$ cat config.mk
export PLATFORM = sky130hd
export DESIGN_NAME = ddc_top
export DESIGN_NICKNAME = d
export VERILOG_FILES = /design/src/rtl/ddc_pkg.sv /design/src/rtl/ddc_nco.sv /design/src/rtl/ddc_mixer.sv /design/src/rtl/ddc_cic.sv /design/src/rtl/ddc_out.sv /design/src/rtl/ddc_top.sv
export SDC_FILE = /design/constraint.sdc
export NUM_CORES = 2
export LEC_CHECK = 0
export ABC_CLOCK_PERIOD_IN_PS = 13500
export BUFFER_PORTS_ARGS = -buffer_cell sky130_fd_sc_hd__buf_2
export CAP_MARGIN = 15
export CORE_ASPECT_RATIO = 0.8
export CORE_UTILIZATION = 37
export DETAILED_ROUTE_END_ITERATION = 10
export PLACE_DENSITY = 0.58
export SYNTH_ARGS = -nofsm -noshare
export SYNTH_HDL_FRONTEND = slang
export SYNTH_SLANG_ARGS = --single-unit
$ cat constraint.sdc
create_clock -name clk -period 13.5 [get_ports clk]
set_clock_uncertainty 0.05 [all_clocks]
set_input_delay 2.025 -clock clk [delete_from_list [all_inputs] [get_ports clk]]
set_output_delay 2.025 -clock clk [all_outputs]
set_load 0.03 [all_outputs]
$ cat src/rtl/ddc_pkg.sv
package ddc_pkg;

    localparam int IN_W    = 12;
    localparam int PHASE_W = 32;
    localparam int LUT_AW  = 8;
    localparam int AMP_W   = 16;
    localparam int MIX_W   = 16;
    localparam int DECIM   = 125;
    localparam int STAGES  = 3;
    localparam int OUT_W   = 16;

    localparam int IDX_W     = LUT_AW + 2;
    localparam int LUT_N     = 1 << LUT_AW;
    localparam int GROWTH    = $clog2(DECIM ** STAGES);
    localparam int ACC_W     = MIX_W + GROWTH;
    localparam int PROD_W    = IN_W + AMP_W;
    localparam int CNT_W     = $clog2(DECIM);
    localparam int AMP_MAX   = (1 << (AMP_W - 1)) - 1;
    localparam int ROM_BITS  = LUT_N * AMP_W;

    typedef logic signed [IN_W-1:0]  sample_t;
    typedef logic signed [AMP_W-1:0] amp_t;
    typedef logic signed [MIX_W-1:0] mix_t;
    typedef logic signed [ACC_W-1:0] acc_t;
    typedef logic signed [OUT_W-1:0] out_t;
    typedef logic [PHASE_W-1:0]      phase_t;
    typedef logic [IDX_W-1:0]        idx_t;

    typedef enum logic {CFG_TUNE = 1'b0, CFG_MODE = 1'b1} cfg_sel_e;

    typedef struct packed {
        logic q_sel;
        logic cplx;
    } mode_t;

    typedef struct packed {
        amp_t cos_v;
        amp_t sin_v;
    } trig_t;

    typedef struct packed {
        mix_t i;
        mix_t q;
    } mix_pair_t;

    typedef struct packed {
        out_t i;
        out_t q;
    } out_pair_t;

    // Rational quarter-wave sine sampled at the centre of each table cell.
    function automatic amp_t quarter_sine(int k);
        longint h, t, num, den;
        h   = 4 * LUT_N;
        t   = 2 * k + 1;
        num = longint'(AMP_MAX) * 16 * t * (h - t);
        den = 5 * h * h - 4 * t * (h - t);
        return amp_t'(num / den);
    endfunction

    function automatic logic [ROM_BITS-1:0] build_rom();
        logic [ROM_BITS-1:0] r;
        r = '0;
        for (int k = 0; k < LUT_N; k++) begin
            r[k*AMP_W +: AMP_W] = quarter_sine(k);
        end
        return r;
    endfunction

endpackage

$ cat src/rtl/ddc_nco.sv
module ddc_nco
    import ddc_pkg::*;
(
    input  logic   clk,
    input  logic   rst,
    input  logic   adv,
    input  phase_t step,
    output trig_t  trig
);

    localparam logic [ROM_BITS-1:0] ROM = build_rom();

    phase_t phase_q;
    idx_t   idx_q;

    function automatic amp_t rom_at(logic [LUT_AW-1:0] k);
        return amp_t'(ROM[k*AMP_W +: AMP_W]);
    endfunction

    function automatic amp_t sine_of(idx_t idx);
        logic [1:0]        quad;
        logic [LUT_AW-1:0] k;
        amp_t              m;
        quad = idx[IDX_W-1 -: 2];
        k    = idx[LUT_AW-1:0];
        m    = quad[0] ? rom_at(~k) : rom_at(k);
        return quad[1] ? -m : m;
    endfunction

    always_ff @(posedge clk) begin
        if (rst) begin
            phase_q <= '0;
            idx_q   <= '0;
        end else if (adv) begin
            idx_q   <= phase_q[PHASE_W-1 -: IDX_W];
            phase_q <= phase_q + step;
        end
    end

    always_ff @(posedge clk) begin
        if (rst) begin
            trig <= '0;
        end else begin
            trig.sin_v <= sine_of(idx_q);
            trig.cos_v <= sine_of(idx_q + idx_t'(LUT_N));
        end
    end

endmodule

$ cat src/rtl/ddc_mixer.sv
module ddc_mixer
    import ddc_pkg::*;
(
    input  logic      clk,
    input  logic      rst,
    input  logic      in_v,
    input  sample_t   x,
    input  trig_t     trig,
    output logic      out_v,
    output mix_pair_t mix
);

    logic signed [PROD_W-1:0] prod_i, prod_q;

    always_comb begin
        prod_i = PROD_W'(x) * PROD_W'(trig.cos_v);
        prod_q = PROD_W'(x) * PROD_W'(trig.sin_v);
    end

    always_ff @(posedge clk) begin
        if (rst) begin
            out_v <= 1'b0;
            mix   <= '0;
        end else begin
            out_v <= in_v;
            if (in_v) begin
                mix.i <= prod_i[PROD_W-1 -: MIX_W];
                mix.q <= prod_q[PROD_W-1 -: MIX_W];
            end
        end
    end

endmodule

$ cat src/rtl/ddc_cic.sv
module ddc_cic
    import ddc_pkg::*;
(
    input  logic clk,
    input  logic rst,
    input  logic in_v,
    input  logic tick,
    input  mix_t din,
    output logic dout_v,
    output out_t dout
);

    acc_t integ    [STAGES];
    acc_t integ_nx [STAGES];
    acc_t dly      [STAGES];
    acc_t cmb      [STAGES];

    always_comb begin
        integ_nx[0] = integ[0] + ACC_W'(din);
        for (int s = 1; s < STAGES; s++) begin
            integ_nx[s] = integ[s] + integ_nx[s-1];
        end
        cmb[0] = integ_nx[STAGES-1] - dly[0];
        for (int s = 1; s < STAGES; s++) begin
            cmb[s] = cmb[s-1] - dly[s];
        end
    end

    always_ff @(posedge clk) begin
        if (rst) begin
            for (int s = 0; s < STAGES; s++) begin
                integ[s] <= '0;
                dly[s]   <= '0;
            end
            dout_v <= 1'b0;
            dout   <= '0;
        end else begin
            dout_v <= tick;
            if (in_v) begin
                for (int s = 0; s < STAGES; s++) begin
                    integ[s] <= integ_nx[s];
                end
            end
            if (tick) begin
                dly[0] <= integ_nx[STAGES-1];
                for (int s = 1; s < STAGES; s++) begin
                    dly[s] <= cmb[s-1];
                end
                dout <= cmb[STAGES-1][ACC_W-1 -: OUT_W];
            end
        end
    end

endmodule

$ cat src/rtl/ddc_out.sv
module ddc_out
    import ddc_pkg::*;
(
    input  logic      clk,
    input  logic      rst,
    input  logic      pair_v,
    input  out_pair_t pair,
    input  mode_t     mode,
    output logic      out_valid,
    output out_t      out_data,
    output logic      out_is_q
);

    typedef enum logic {ST_IDLE, ST_SEND_Q} ost_e;

    ost_e state;
    out_t hold_q;

    always_ff @(posedge clk) begin
        if (rst) begin
            state     <= ST_IDLE;
            hold_q    <= '0;
            out_valid <= 1'b0;
            out_data  <= '0;
            out_is_q  <= 1'b0;
        end else begin
            out_valid <= 1'b0;
            case (state)
                ST_IDLE: begin
                    if (pair_v) begin
                        out_valid <= 1'b1;
                        hold_q    <= pair.q;
                        if (mode.cplx) begin
                            out_data <= pair.i;
                            out_is_q <= 1'b0;
                            state    <= ST_SEND_Q;
                        end else begin
                            out_data <= mode.q_sel ? pair.q : pair.i;
                            out_is_q <= mode.q_sel;
                        end
                    end
                end
                ST_SEND_Q: begin
                    out_valid <= 1'b1;
                    out_data  <= hold_q;
                    out_is_q  <= 1'b1;
                    state     <= ST_IDLE;
                end
                default: state <= ST_IDLE;
            endcase
        end
    end

endmodule

$ cat src/rtl/ddc_top.sv
module ddc_top
    import ddc_pkg::*;
(
    input  logic               clk,
    input  logic               rst,
    input  logic               in_valid,
    input  logic [IN_W-1:0]    in_sample,
    input  logic               cfg_wr,
    input  logic               cfg_sel,
    input  logic [PHASE_W-1:0] cfg_wdata,
    output logic               out_valid,
    output logic [OUT_W-1:0]   out_data,
    output logic               out_is_q
);

    phase_t    tune_q;
    mode_t     mode_q;
    sample_t   x_a, x_b;
    logic      va, vb, vc;
    trig_t     trig;
    mix_pair_t mix;
    logic [CNT_W-1:0] dec_cnt;
    logic      tick;
    mix_t      br_in  [2];
    out_t      br_out [2];
    logic      br_v   [2];
    out_pair_t pair;
    out_t      word;

    always_ff @(posedge clk) begin
        if (rst) begin
            tune_q <= '0;
            mode_q <= '0;
        end else if (cfg_wr) begin
            if (cfg_sel == CFG_TUNE) tune_q <= cfg_wdata;
            else                     mode_q <= mode_t'(cfg_wdata[1:0]);
        end
    end

    always_ff @(posedge clk) begin
        if (rst) begin
            va  <= 1'b0;
            vb  <= 1'b0;
            x_a <= '0;
            x_b <= '0;
        end else begin
            va <= in_valid;
            vb <= va;
            if (in_valid) x_a <= sample_t'(in_sample);
            x_b <= x_a;
        end
    end

    ddc_nco u_nco (
        .clk  (clk),
        .rst  (rst),
        .adv  (in_valid),
        .step (tune_q),
        .trig (trig)
    );

    ddc_mixer u_mix (
        .clk   (clk),
        .rst   (rst),
        .in_v  (vb),
        .x     (x_b),
        .trig  (trig),
        .out_v (vc),
        .mix   (mix)
    );

    always_ff @(posedge clk) begin
        if (rst) begin
            dec_cnt <= '0;
        end else if (vc) begin
            dec_cnt <= (dec_cnt == CNT_W'(DECIM - 1)) ? '0 : dec_cnt + 1'b1;
        end
    end

    assign tick     = vc && (dec_cnt == CNT_W'(DECIM - 1));
    assign br_in[0] = mix.i;
    assign br_in[1] = mix.q;

    for (genvar b = 0; b < 2; b++) begin : g_branch
        ddc_cic u_cic (
            .clk    (clk),
            .rst    (rst),
            .in_v   (vc),
            .tick   (tick),
            .din    (br_in[b]),
            .dout_v (br_v[b]),
            .dout   (br_out[b])
        );
    end

    assign pair.i = br_out[0];
    assign pair.q = br_out[1];

    ddc_out u_out (
        .clk       (clk),
        .rst       (rst),
        .pair_v    (br_v[0]),
        .pair      (pair),
        .mode      (mode_q),
        .out_valid (out_valid),
        .out_data  (word),
        .out_is_q  (out_is_q)
    );

    assign out_data = word;

endmodule

---- Yosys cells after proc, flatten, opt, wreduce, memory -nomap -nowiden ----
Memory sizes are Yosys's and may differ from the RTL's.
Cells that the tools add are included.
word-level totals
  register bits after elaboration ......... 242
  bits in writable memories ............... 444
  output and inout port bits .............. 18
  logic and storage cells ................. 109
  memories ................................ 4
cells by class
  add/subtract/negate cells ............... 17
  multiply operators ...................... 2
  eq/ne operators ......................... 2
  shift operators ......................... 4
  multiplexer cells ....................... 37
  bitwise operators ....................... 16
  reduce and logical (&&, ||, !) cells .... 4
memory list
  name                     words  width  read ports  clocked after Yosys merged registers in  wr ports  line           text
  g_branch[0].u_cic.dly    3      37     3           0                                        3         ddc_cic.sv:15  acc_t dly [STAGES];
  g_branch[0].u_cic.integ  3      37     3           0                                        3         ddc_cic.sv:13  acc_t integ [STAGES];
  g_branch[1].u_cic.dly    3      37     3           0                                        3         ddc_cic.sv:15
  g_branch[1].u_cic.integ  3      37     3           0                                        3         ddc_cic.sv:13
operators by type and width
  cell                                                             number
  variable part select 4096 x 13 -> 16 bit (first input constant)  4
  two-way mux 37 bit                                               12
  subtractor 37 bit                                                6
  adder 37 bit                                                     4
  two-way mux 16 bit                                               7
  adder 37 x 16 -> 37 bit                                          2
  multiplier 12 x 16 -> 28 bit                                     2
  adder 32 bit                                                     1
  negation 16 bit                                                  2
  case mux 16 bit (2 select lines)                                 1
  NOT 8 bit                                                        2
  two-way mux 1 bit                                                13
  bitwise OR 1 bit                                                 12
  adder 10 x 9 -> 10 bit (second input constant)                   1
  adder 7 x 1 -> 7 bit (second input constant)                     1
  equality test 7 bit (second input constant)                      1
  two-way mux 7 bit                                                1
  case mux 1 bit (2 select lines)                                  3
  AND reduction 2 bit                                              3
  != test 2 bit (second input constant)                            1
  NOT 1 bit                                                        2
  logical AND 1 bit                                                1

---- Depth between registers and ports, before layout ----
  word-level depth ........................ 6
  gate-level depth with buffers ........... 61
  mapped depth without buffers ............ 61

---- Cells and area by module ----
From an unflattened synthesis, not the netlist that was laid out.
unflattened totals
  cells, all modules ...................... 7892
  area total of the unflattened synthesis .. 68735.9 um2
modules (own cells, without submodules)
  module                       times used  cells an instance  area an instance (um2)
  ddc_cic (g_branch[1].u_cic)  1           2016               19037.0
  ddc_cic (g_branch[0].u_cic)  1           1984               18841.8
  ddc_mixer                    1           1607               14316.2
  ddc_nco                      1           1834               12492.0
  ddc_top                      1           258                2331.0
  ddc_out                      1           193                1717.9

---- Worst setup path after synthesis ----
No wires, ideal clock.
  kind .................................... flip-flop to flip-flop
  start point ............................. memory g_branch[1].u_cic.integ[0][0] (netlist bit)
  end point ............................... register g_branch[1].u_cic.dout[15]
  library setup time ...................... 0.125 ns
  arrival time ............................ 10.197 ns
  data required time ...................... 13.325 ns
  setup slack ............................. 3.129 ns
  cell stages (with the launch flop) ...... 53
  path through ............................ edfxtp_1 -> ha_1 -> fa_1 -> a211oi_1 -> o21ai_1 -> a21o_1 -> a21o_1 -> a21o_1 -> a21oi_1 -> xnor2_1 -> ha_1 -> and3_1 -> and2_1 -> a21oi_1 -> nand2_1 -> a31oi_1 -> o21bai_1 -> a21oi_1 -> [17 not listed] -> nand2_1 -> nand2b_1 -> a21oi_1 -> xnor2_1 -> ha_1 -> a21o_1 -> a21oi_1 -> o21bai_1 -> a21o_1 -> a2111o_1 -> o211ai_1 -> o22ai_1 -> o21ai_0 -> nand2b_1 -> a21oi_1 -> xnor2_1 -> xnor2_1 -> o21ai_1
RTL lines
  item                  line           text
  start, declared       ddc_cic.sv:13
  end signal, assigned  ddc_cic.sv:49  dout <= cmb[STAGES-1][ACC_W-1 -: OUT_W];
  end, declared         ddc_cic.sv:10  output out_t dout

==> out/results.txt <==
outcome: completed
Remaining DRCs: 0
period utilization: 89.09%
Max Slew Vio Count: 0
Num Clock Sinks: 686
first-pass GRT wire length: 290,700 µm
Synth Warn #: 0
Syn Area/Cell: 8.785 µm²
CP Launch Point: g_branch[1].u_cic.integ[0][0]
Die Width: 474.2 µm
critical path peak fanout: 5
Synth-to-Final Area Change: 8.468%
slowest stage cell, crit path: nor4b_1
post-synthesis sequential area ratio: 27.54%
number of gates resized after cts: 0
die area: 180,100 µm²
Final WS setup: 1.472 ns
Max Fclk: 83.14 MHz
post-DR wirelength/cell: 18.26 µm
hold path startpoint: va
Syn Nets: 8,543
core area: 177,000 µm²
Detail Route Antenna Nets: 0
CP endpoint kind: register
startpoint types: register
Pwr Density: 179.8 nW/µm²
Synth async-reset ratio: 0%
worst slack at placement: 1.623 ns
# port buffers: 66
Final Critical Period: 12.03 ns
largest net degree at the start of global routing: 182
fin nets: 8,431
Hold Crit Class: register to register
worst reg2reg path startpoint: g_branch[1].u_cic.integ[0][0]
Initial Utilization: 37.29%
Post-synth EDFFs: 444
max incr delay on CP: 0.61 ns
gpl congestion: 0.9982
CP most frequent cell: xnor2_1
Die Y: 379.8 µm
max cap viols: 0
Final Hold Viols: 0
worst-margin pin slew: 1.155 ns
Mapped Area: 66,000 µm²
Clk Latency, worst-skew pair: 0.71 ns
Root Driver: clkbuf_16
top-area cell type share of the netlist area: 20.20%
CTS Buf Count: 85
Leakage: 31.14 nW
initial antenna violation count: 1
Cell variety after synth: 96
CTS Buffer Depth: 3
#FFs+latches synth: 686
worst path required time: 14.04 ns
WS Path Type: register to register
synth top area cells: edfxtp_1 20%, ha_1 12%, fa_1 11%
GR Overflow Total: 0
Critical Path AT: 12.57 ns
Post-CTS Setup Inserts: 0
post-detailed-placement half-perimeter wirelength: 129,800 µm
synth cell count leaders: 834 x inv_1, 632 x nand2_1, 627 x nor2_1
H-tree level count: 3
hold_buf cts: 0
Yosys top cell by area: edfxtp_1
DRT Pass-1 Iters: 6
Clock transition at path regs: 0.09 ns
TNS Setup: 0 ns
via count: 52.78k
Detailed Route WL: 180,000 µm
DRT iter0 DRCs: 4,448
layout cells sized above 1: 5.005%
num ports: 67
Setup Viol. Count Final: 0
RSZ-0062 raised after global routing: false
total track usage: 19.92%
vias per cell: 5.357
Post-synth top flop: edfxtp_1
row count: 138
cell count after synthesis: 7,513
Slew headroom: 22.99%
vias in the first global route: 51.91k
Max IR drop VDD: 0.4686 mV
TritonCTS clock tree: built
most instantiated library cell after synthesis: inv_1
-- worst paths after layout --
| check | end | slack, ns | cells after the start |
|---|---|---|---|
| hold / removal | vb | 0.35 | 1 |
| hold reg to reg | vb | 0.35 | 1 |
| setup reg to reg | g_branch[1].u_cic.dout[15] | 1.47 | 52 |
| setup / recovery | g_branch[1].u_cic.dout[15] | 1.47 | 52 |
-- through the flow --
| step | power, W | area [µm²] | cells | hold slack [ns] | utilization (%) |
|---|---|---|---|---|---|
| 3_5_place_dp | 0.01038 | 68580 | 9694 | 0.3718 | 38.75 |
| 4_1_cts | 0.01295 | 71590 | 9852 | 0.3552 | 40.45 |
| 5_1_grt | 0.01405 | 71590 | 9852 | 0.3721 | 40.45 |
| 2_1_floorplan | 0.008631 | 66000 | 7513 | 0.3638 | - |
| 3_3_place_gp | 0.01028 | 68580 | 9694 | 0.3706 | 38.75 |
| 6_report | 0.01287 | 71590 | 9854 | 0.3494 | 40.45 |
-- area by class of cell --
type,count,area [µm²]
Antenna cell,2,5.005
Multi-Input combinational cell,5651,43320
Tap cell,2380,2978
Sequential cell,686,18200
Clock buffer,119,2516
Fill cell,17639,105400
Inverter,837,3151
Clock inverter,39,494.2
Timing Repair Buffer,140,932.1
-- per-layer routing --
| metal | GRT usage [%] | routed length, µm |
|---|---|---|
| met2 | 29.94 | 76680 |
| met3 | 2.876 | 10260 |
| met4 | 6.328 | 5869 |
| met5 | 0 | 12 |
| met1 | 29.14 | 87150 |
-- placed cells by master (no fill, tap or decap), types with 18 or more instances in the layout --
cell type	Yosys	routed
o21ai_0	302	302
buf_4	9	71
or2_2	25	24
o22ai_1	22	22
buf_2	70	65
o21ai_1	19	19
a211o_1	18	18
nand3_1	89	89
a211oi_1	90	90
xor2_1	152	152
nand4_1	27	27
o211ai_1	49	49
mux4_2	21	21
mux2i_1	115	115
o31ai_1	29	29
a21oi_1	559	558
clkbuf_1	228	18
a21boi_0	27	27
xnor2_1	305	305
dfxtp_1	242	234
or3_1	33	33
inv_1	834	832
nand2_1	632	631
nor2b_1	99	97
clkbuf_16	0	94
and3_1	43	43
nor2_1	627	625
a21o_1	228	228
edfxtp_1	444	444
fa_1	363	363
nand2b_1	120	119
o21a_1	55	55
o21bai_1	83	83
and2_1	416	416
a31oi_1	70	70
a311oi_1	26	26
ha_1	618	618
nor3_1	114	114
-- critical path: cells and delay by family (launching register included) --
| family | cells | cell delay (ns) |
|---|---|---|
| AOI/OAI and AO/OA | 27 | 5.63 |
| and+or+nand+nor | 10 | 2.12 |
| DFF | 1 | 0.36 |
| xor gates and xnor gates | 7 | 1.35 |
| adders and majority gates | 7 | 2.32 |
| buffers and inverters | 1 | 0.09 |
-- kinds of logic after synthesis --
| group | after synthesis | share of synthesized area, % |
|---|---|---|
| simple gates | 2286 | 16.64 |
| compound gates | 1775 | 17.30 |
| buf+inv | 1176 | 6.894 |
| fa+ha+maj | 981 | 22.72 |
| flops | 686 | 27.54 |
| xor+xnor | 464 | 6.288 |
| mux | 145 | 2.614 |
-- registers in the layout (all words and copies together) (netlist names), 7 cells and up --
| signal | flops |
|---|---|
| u_nco.trig | 32 |
| tune_q | 32 |
| g_branch.u_cic.dly | 222 |
| g_branch.u_cic.integ | 222 |
| dec_cnt | 7 |
| x_b | 12 |
| u_mix.mix | 32 |
| x_a | 12 |
| u_out.out_data | 16 |
| u_out.hold_q | 16 |
| u_nco.phase_q | 32 |
| g_branch.u_cic.dout | 32 |
| u_nco.idx_q | 10 |
-- report_power, final --
group          switching [W]  internal [W]
sequential         0.0000689       0.00231
clock                0.00102       0.00142
combinational        0.00466       0.00339
Note: power is estimated with default switching activity, not from simulation.
